$ cat src/rtl/cfgp_pkg.sv
package cfgp_pkg;
  localparam int ADDR_W  = 7;
  localparam int DATA_W  = 9;
  localparam int FRAME_W = ADDR_W + DATA_W;
  localparam int NREG    = 4;
  localparam logic [ADDR_W-1:0] DEV_ADDR = 7'b0011010;

  typedef struct packed {
    logic [ADDR_W-1:0] addr;
    logic [DATA_W-1:0] data;
  } wr_word_t;

  typedef enum logic [2:0] {
    TW_IDLE, TW_ADDR, TW_AACK, TW_B1, TW_B1ACK, TW_B2, TW_B2ACK, TW_SKIP
  } tw_state_t;

  function automatic wr_word_t split_frame(input logic [FRAME_W-1:0] f);
    wr_word_t w;
    w.addr = f[FRAME_W-1:DATA_W];
    w.data = f[DATA_W-1:0];
    return w;
  endfunction

  function automatic logic dev_match(input logic [7:0] b);
    return (b[7:1] == DEV_ADDR) && !b[0];
  endfunction

  function automatic logic [ADDR_W-1:0] reg_addr(input int i);
    case (i)
      0: return 7'd2;
      1: return 7'd32;
      2: return 7'd44;
      default: return 7'd45;
    endcase
  endfunction

  function automatic logic [DATA_W-1:0] reg_dflt(input int i);
    case (i)
      2: return 9'h003;
      3: return 9'h010;
      default: return 9'h000;
    endcase
  endfunction

  function automatic logic is_impl(input logic [ADDR_W-1:0] a);
    logic hit;
    hit = 1'b0;
    for (int i = 0; i < NREG; i++) if (a == reg_addr(i)) hit = 1'b1;
    return hit;
  endfunction
endpackage

$ cat src/rtl/cfgp_deglitch.sv
module cfgp_deglitch #(
  parameter int   FILT_LEN = 3,
  parameter logic RST_VAL  = 1'b1
) (
  input  logic clk,
  input  logic rst_n,
  input  logic din,
  output logic sync,
  output logic dout
);
  localparam int CW = $clog2(FILT_LEN + 1);
  logic          meta;
  logic [CW-1:0] run;

  always_ff @(posedge clk or negedge rst_n) begin
    if (!rst_n) begin
      meta <= RST_VAL;
      sync <= RST_VAL;
      dout <= RST_VAL;
      run  <= '0;
    end else begin
      meta <= din;
      sync <= meta;
      if (sync == dout) begin
        run <= '0;
      end else if (run == CW'(FILT_LEN - 1)) begin
        dout <= sync;
        run  <= '0;
      end else begin
        run <= run + 1'b1;
      end
    end
  end
endmodule

$ cat src/rtl/cfgp_rx3w.sv
module cfgp_rx3w
  import cfgp_pkg::*;
(
  input  logic     clk,
  input  logic     rst_n,
  input  logic     en,
  input  logic     csb_f,
  input  logic     sclk_f,
  input  logic     sdin_f,
  output logic     cmt,
  output wr_word_t word
);
  logic               csb_q, sclk_q;
  logic [FRAME_W-1:0] shreg;
  logic [4:0]         nbits;
  logic               csb_rise, csb_fall, clk_rise, frame_ok;

  assign csb_rise = csb_f && !csb_q;
  assign csb_fall = !csb_f && csb_q;
  assign clk_rise = sclk_f && !sclk_q && !csb_f;
  assign frame_ok = (nbits == 5'(FRAME_W));

  always_ff @(posedge clk or negedge rst_n) begin
    if (!rst_n) begin
      csb_q  <= 1'b1;
      sclk_q <= 1'b1;
      shreg  <= '0;
      nbits  <= '0;
      cmt    <= 1'b0;
      word   <= '0;
    end else begin
      csb_q  <= csb_f;
      sclk_q <= sclk_f;
      cmt    <= 1'b0;
      if (!en) begin
        nbits <= '0;
      end else begin
        if (csb_fall) nbits <= '0;
        if (clk_rise) begin
          shreg <= {shreg[FRAME_W-2:0], sdin_f};
          if (nbits != 5'h1f) nbits <= nbits + 1'b1;
        end
        if (csb_rise && frame_ok) begin
          cmt  <= 1'b1;
          word <= split_frame(shreg);
        end
      end
    end
  end
endmodule

$ cat src/rtl/cfgp_rx2w.sv
module cfgp_rx2w
  import cfgp_pkg::*;
(
  input  logic     clk,
  input  logic     rst_n,
  input  logic     en,
  input  logic     scl_f,
  input  logic     sda_f,
  output logic     pull,
  output logic     cmt,
  output wr_word_t word
);
  tw_state_t  st;
  logic       scl_q, sda_q;
  logic [3:0] bitc;
  logic [7:0] sh, hi_byte;
  logic       start_ev, stop_ev, scl_rise, scl_fall, in_byte, in_ack;

  assign start_ev = scl_f && scl_q && !sda_f && sda_q;
  assign stop_ev  = scl_f && scl_q && sda_f && !sda_q;
  assign scl_rise = scl_f && !scl_q;
  assign scl_fall = !scl_f && scl_q;
  assign in_byte  = (st == TW_ADDR) || (st == TW_B1) || (st == TW_B2);
  assign in_ack   = (st == TW_AACK) || (st == TW_B1ACK) || (st == TW_B2ACK);

  always_ff @(posedge clk or negedge rst_n) begin
    if (!rst_n) begin
      st      <= TW_IDLE;
      scl_q   <= 1'b1;
      sda_q   <= 1'b1;
      bitc    <= '0;
      sh      <= '0;
      hi_byte <= '0;
      pull    <= 1'b0;
      cmt     <= 1'b0;
      word    <= '0;
    end else begin
      scl_q <= scl_f;
      sda_q <= sda_f;
      cmt   <= 1'b0;
      if (!en) begin
        st   <= TW_IDLE;
        pull <= 1'b0;
      end else if (start_ev) begin
        st   <= TW_ADDR;
        bitc <= '0;
        pull <= 1'b0;
      end else if (stop_ev) begin
        st   <= TW_IDLE;
        pull <= 1'b0;
      end else if (scl_rise && in_byte && bitc < 4'd8) begin
        sh   <= {sh[6:0], sda_f};
        bitc <= bitc + 1'b1;
        if (st == TW_B2 && bitc == 4'd7) begin
          cmt  <= 1'b1;
          word <= split_frame({hi_byte, sh[6:0], sda_f});
        end
      end else if (scl_fall && in_byte && bitc == 4'd8) begin
        case (st)
          TW_ADDR: begin
            if (dev_match(sh)) begin
              pull <= 1'b1;
              st   <= TW_AACK;
            end else begin
              st <= TW_SKIP;
            end
          end
          TW_B1: begin
            hi_byte <= sh;
            pull    <= 1'b1;
            st      <= TW_B1ACK;
          end
          default: begin
            pull <= 1'b1;
            st   <= TW_B2ACK;
          end
        endcase
      end else if (scl_fall && in_ack) begin
        pull <= 1'b0;
        bitc <= '0;
        case (st)
          TW_AACK:  st <= TW_B1;
          TW_B1ACK: st <= TW_B2;
          default:  st <= TW_SKIP;
        endcase
      end
    end
  end
endmodule

$ cat src/rtl/cfgp_regfile.sv
module cfgp_regfile
  import cfgp_pkg::*;
(
  input  logic              clk,
  input  logic              rst_n,
  input  logic              stb,
  input  wr_word_t          word,
  output logic [DATA_W-1:0] q [NREG]
);
  for (genvar i = 0; i < NREG; i++) begin : g_reg
    logic hit;
    assign hit = stb && (word.addr == reg_addr(i));
    always_ff @(posedge clk or negedge rst_n) begin
      if (!rst_n)   q[i] <= reg_dflt(i);
      else if (hit) q[i] <= word.data;
    end
  end
endmodule

$ cat src/rtl/cfg_serial_port.sv
module cfg_serial_port
  import cfgp_pkg::*;
#(
  parameter int FILT_LEN = 3
) (
  input  logic              clk,
  input  logic              rst_n,
  input  logic              mode_3w,
  input  logic              csb_in,
  input  logic              sclk_in,
  input  logic              sdin_in,
  output logic              sdin_pull,
  output logic              wr_stb,
  output logic [ADDR_W-1:0] wr_addr,
  output logic [DATA_W-1:0] wr_data,
  output logic [DATA_W-1:0] reg_pwr,
  output logic [DATA_W-1:0] reg_alc,
  output logic [DATA_W-1:0] reg_inctl,
  output logic [DATA_W-1:0] reg_gain
);
  localparam int NLINE = 3;
  logic [NLINE-1:0] line_raw, line_s, line_f;
  logic             csb_f, sclk_f, sdin_f;
  logic             cmt3, cmt2, pull2;
  wr_word_t         word3, word2, word_sel;
  logic [DATA_W-1:0] regq [NREG];

  assign line_raw = {csb_in, sclk_in, sdin_in};

  for (genvar i = 0; i < NLINE; i++) begin : g_filt
    cfgp_deglitch #(.FILT_LEN(FILT_LEN), .RST_VAL(1'b1)) u_flt (
      .clk(clk), .rst_n(rst_n), .din(line_raw[i]),
      .sync(line_s[i]), .dout(line_f[i])
    );
  end

  assign csb_f  = line_f[2];
  assign sclk_f = line_f[1];
  assign sdin_f = line_f[0];

  cfgp_rx3w u_rx3 (
    .clk(clk), .rst_n(rst_n), .en(mode_3w),
    .csb_f(csb_f), .sclk_f(sclk_f), .sdin_f(sdin_f),
    .cmt(cmt3), .word(word3)
  );

  cfgp_rx2w u_rx2 (
    .clk(clk), .rst_n(rst_n), .en(!mode_3w),
    .scl_f(sclk_f), .sda_f(sdin_f),
    .pull(pull2), .cmt(cmt2), .word(word2)
  );

  assign wr_stb    = mode_3w ? cmt3 : cmt2;
  assign word_sel  = mode_3w ? word3 : word2;
  assign wr_addr   = word_sel.addr;
  assign wr_data   = word_sel.data;
  assign sdin_pull = pull2 && !mode_3w;

  cfgp_regfile u_rf (
    .clk(clk), .rst_n(rst_n), .stb(wr_stb), .word(word_sel), .q(regq)
  );

  assign reg_pwr   = regq[0];
  assign reg_alc   = regq[1];
  assign reg_inctl = regq[2];
  assign reg_gain  = regq[3];
endmodule

$ cat config.mk
export PLATFORM = sky130hd
export DESIGN_NAME = cfg_serial_port
export DESIGN_NICKNAME = d
export VERILOG_FILES = /design/src/rtl/cfgp_pkg.sv /design/src/rtl/cfgp_deglitch.sv /design/src/rtl/cfgp_rx3w.sv /design/src/rtl/cfgp_rx2w.sv /design/src/rtl/cfgp_regfile.sv /design/src/rtl/cfg_serial_port.sv
export SDC_FILE = /design/constraint.sdc
export NUM_CORES = 1
export LEC_CHECK = 0
export ABC_AREA = 1
export BUFFER_PORTS_ARGS = -buffer_cell sky130_fd_sc_hd__buf_2
export CAP_MARGIN = 30
export CORE_UTILIZATION = 55
export CTS_CLUSTER_SIZE = 20
export DETAILED_ROUTE_END_ITERATION = 7
export GPL_ROUTABILITY_DRIVEN = 0
export GPL_TIMING_DRIVEN = 0
export PLACE_DENSITY = 0.72
export REMOVE_ABC_BUFFERS = 1
export SYNTH_ARGS = -nofsm -noshare
export SYNTH_HDL_FRONTEND = slang
export SYNTH_SLANG_ARGS = --single-unit
$ cat constraint.sdc
create_clock -name clk -period 2.84 [get_ports clk]
set_clock_uncertainty 0.1 [all_clocks]
set_input_delay 0.142 -clock clk [delete_from_list [all_inputs] [get_ports clk]]
set_output_delay 0.142 -clock clk [all_outputs]
set_load 0.02 [all_outputs]
==> results.md <==
- Status: finished, final reports clean
- Flop and latch count out of synthesis: 133
- Max IR drop VDD: 0.000450 V
- Crit start category: register
- Crit-path max FO: 25
- Synth top area share: 50.9%
- CTS Buf Count: 17
- Area leader, netlist: dfrtp_1
- Total wire length: 11,600 um
- Number of synthesized flops with an enable pin: 0
- Library cells used by synthesis: 37
- Slew margin rel.: 48.5%
- P&R area growth vs syn: 17.9%
- Post-Route Setup TNS: 0 ps
- Async set-reset flop share out of synthesis: 100%
- Largest net degree at the start of global routing: 104
- Syn_area_per_cell: 9.47 um2
- Initial Utilization: 56.4%
- Worst EP arrival: 2350 ps
- Cells after DPL: 792
- M2 GR Usage: 38.6%
- Mapped Area: 0.00580 mm2
- Post-route DRC: 0
- Setup Fix Bufs, Post-CTS: 0
- Worst-skew pair later-pin latency: 520 ps
- Share of layout cells above drive strength 1: 25.4%
- Total GRT Usage: 23.5%
- PortBufs: 59
- Core footprint: 0.0103 mm2
- Die Span X: 105 um
- Top-Level Pins: 60
- Final setup fails: 0
- Root Buffer: clkbuf_8
- Setup WS post-layout: 845 ps
- Max cap viols: 0
- Area contributors post-synth: dfrtp_1, nand2_1, dfstp_2
- Final-layout fill cell count: 814
- Dominant synthesized flop cell: dfrtp_1
- Vias: 4,205
- TritonCTS clock tree: done
- Cell area after layout: 0.00684 mm2
- Vias in the first global route: 4,161
- Max frequency: 501 MHz
- Leak: 3.46 nW
- Critical R2R Launch: g_filt[1].u_flt.dout$_DFFE_PN1P_
- NumNets Final: 691
- Critical path class: reg -> reg
- Die H: 105 um
- Hold WS: 86.9 ps
- Cell Pwr Density: 847 mW/mm2
- FP Rows: 37
- Placement Setup Slack: 483 ps
- Per-cell routed wire length: 14.0 um
- Crit share post-route: 70.2%
- Seq/Total Area, Yosys: 57.7%
- CTS Sinks: 133
- RSZ-0062 raised after global routing: no
- Mapped Cells: 612
- Yosys Warn Count: 0
- Crit path launch: g_filt[1].u_flt.dout$_DFFE_PN1P_
- Hold crit path type: in -> async
- First-pass GRT wire length: 20,100 um
- Tmin final: 2000 ps
- Slew Limit Fails: 0
- Number of detailed-route iterations in the first pass: 5
- Initial DRC Count: 222
- H-Tree Level Count: 4
- Via density: 5.07
- Die Area: 0.0110 mm2
- Initial antenna violation count: 0
- Fin. Hold Viols: 0
- Layer with the highest usage: met2
- Grt ovf: 0
- Reg clk slew, reported paths: 60 ps
- Final Non-Filler Cells: 829
- Dpl cell area: 0.00620 mm2
- # resized after CTS: 0
- Slew at the pin closest to its max-slew limit: 772 ps
- Antenna Nets Post-Route: 0
- ANT cells: 0
- Dpl hpwl: 7590 um
- CP Data Required Time: 3190 ps
- Endpoint class of the critical path: register
- Bufs on Longest Clock Path: 2
- M3 GR Usage: 5.12%
- Met1 Usage GRT: 30.4%
[report_power, final]
group	total [W]	switching, W	internal (W)
clock network	0.00213	0.000799	0.00133
registers	0.00257	0.000264	0.00230
logic	0.00110	0.000736	0.000361
total	0.00579	0.00180	0.00399
[cell type report]
class | count | area (um2) | area share, %
inverter | 66 | 253 | 3.70
clock inverter | 14 | 161 | 2.36
timing repair buffer | 67 | 419 | 6.13
sequential | 133 | 3350 | 49.0
multi-input combinational | 395 | 2070 | 30.2
tap | 136 | 170 | 2.49
clock buffer | 18 | 418 | 6.11
[cells in the final DEF, fill, tap and decap left out, types with 3 or more instances in the layout]
cell             n
a21oi_1          8
buf_2           58
bufinv_16        3
clkbuf_16       16
clkinv_2         5
clkinvlp_4       5
dfrtp_1        118
dfstp_2         15
dlygate4sd3_1    4
ha_1             5
inv_1           61
inv_2            4
nand2_1        197
nand2_2         10
nand2_4          6
nand3_1         21
nand3_4          3
nand4_1          4
nor2_1          13
nor2_2           3
nor3_1           9
o21ai_0         31
o21ai_1         37
o21ai_2         29
xnor2_1          3
[Yosys cell counts, types with 2 or more instances]
| library cell | n |
|---|---|
| o21ai_2 | 29 |
| nand3_1 | 21 |
| nor2_1 | 13 |
| or2_2 | 2 |
| buf_6 | 5 |
| buf_2 | 12 |
| nand3_4 | 3 |
| a21oi_1 | 8 |
| inv_1 | 61 |
| nand2_1 | 197 |
| nand2_4 | 6 |
| nor2_2 | 3 |
| inv_2 | 4 |
| nor3_1 | 9 |
| ha_1 | 5 |
| nor2_4 | 2 |
| nand2_2 | 10 |
| dfrtp_1 | 118 |
| o21ai_1 | 37 |
| xnor2_1 | 3 |
| dfstp_2 | 15 |
| o21ai_0 | 31 |
| nand4_1 | 4 |
[stage by stage]
step / util (%) / power, W
4_1_cts: 66.5 / 0.00584
3_5_place_dp: 60.3 / 0.00368
5_1_grt: 66.5 / 0.00613
2_1_floorplan: - / 0.00332
6_report: 66.5 / 0.00579
3_3_place_gp: 59.6 / 0.00360
[what timing repair did]
| item | in CTS | in global routing |
|---|---|---|
| hold buffers | 5 | 0 |
| setup endpoints to repair | 0 | 0 |
| hold endpoints to repair | 125 | 0 |
[state kept, by name, summed over array words and instances (netlist names)]
| name | cells |
|---|---|
| u_rx3.cmt | 1 |
| g_filt.u_flt.run | 6 |
| u_rx2.pull | 1 |
| u_rx2.cmt | 1 |
| u_rx2.word | 16 |
| u_rx2.scl_q | 1 |
| u_rf.q | 36 |
| u_rx3.csb_q | 1 |
| u_rx2.st | 3 |
| u_rx3.word | 16 |
| u_rx3.nbits | 5 |
| g_filt.u_flt.meta | 3 |
| g_filt.u_flt.sync | 3 |
| g_filt.u_flt.dout | 3 |
| u_rx2.sh | 8 |
| u_rx2.sda_q | 1 |
| u_rx2.bitc | 4 |
| u_rx3.shreg | 16 |
| u_rx2.hi_byte | 8 |
[logic make-up after synthesis]
family,count (synthesis),synth area share [%]
buffers and inverters,84,6.71
adder cells (fa/ha/maj),5,1.08
AO/OA/AOI/OAI,108,11.3
XOR/XNOR,4,0.604
AND/OR/NAND/NOR,277,22.4
flip-flops,133,57.7
multiplexers,1,0.173
[worst paths after layout]
check / depth (start not counted) / slack [ps] / to
worst max-delay path: 8 / 840 / u_rx2.word[14]$_DFFE_PN0P_
worst min-delay path: 3 / 90 / u_rx3.shreg[11]$_DFFE_PN0P_
worst max register to register: 8 / 840 / u_rx2.word[14]$_DFFE_PN0P_
worst min register to register: 0 / 250 / g_filt[0].u_flt.sync$_DFF_PN1_
max in group asynchronous: 3 / 2040 / g_filt[0].u_flt.sync$_DFF_PN1_
min in group clk: 3 / 160 / u_rx3.nbits[1]$_DFF_PN0_
[layer usage]
| layer | vias up | part of all wire, % | wire [um] |
|---|---|---|---|
| met2 | 89 | 49 | 5700 |
| li1 | 2100 | - | - |
| met3 | 14 | 3.4 | 396 |
| met1 | 2002 | 46 | 5310 |
| met4 | 0 | 1.6 | 189 |
| met5 | - | 0 | 0 |
[critical path: stages, from the launching register on]
cell     delay (ps)
dfstp_2         590
nand2_1         160
nor2_1          150
nand2_2         110
nor2_8          240
nand2_4         220
inv_2           200
nand2_1          80
nand2_1          70
(Power assumes the default switching activity.)
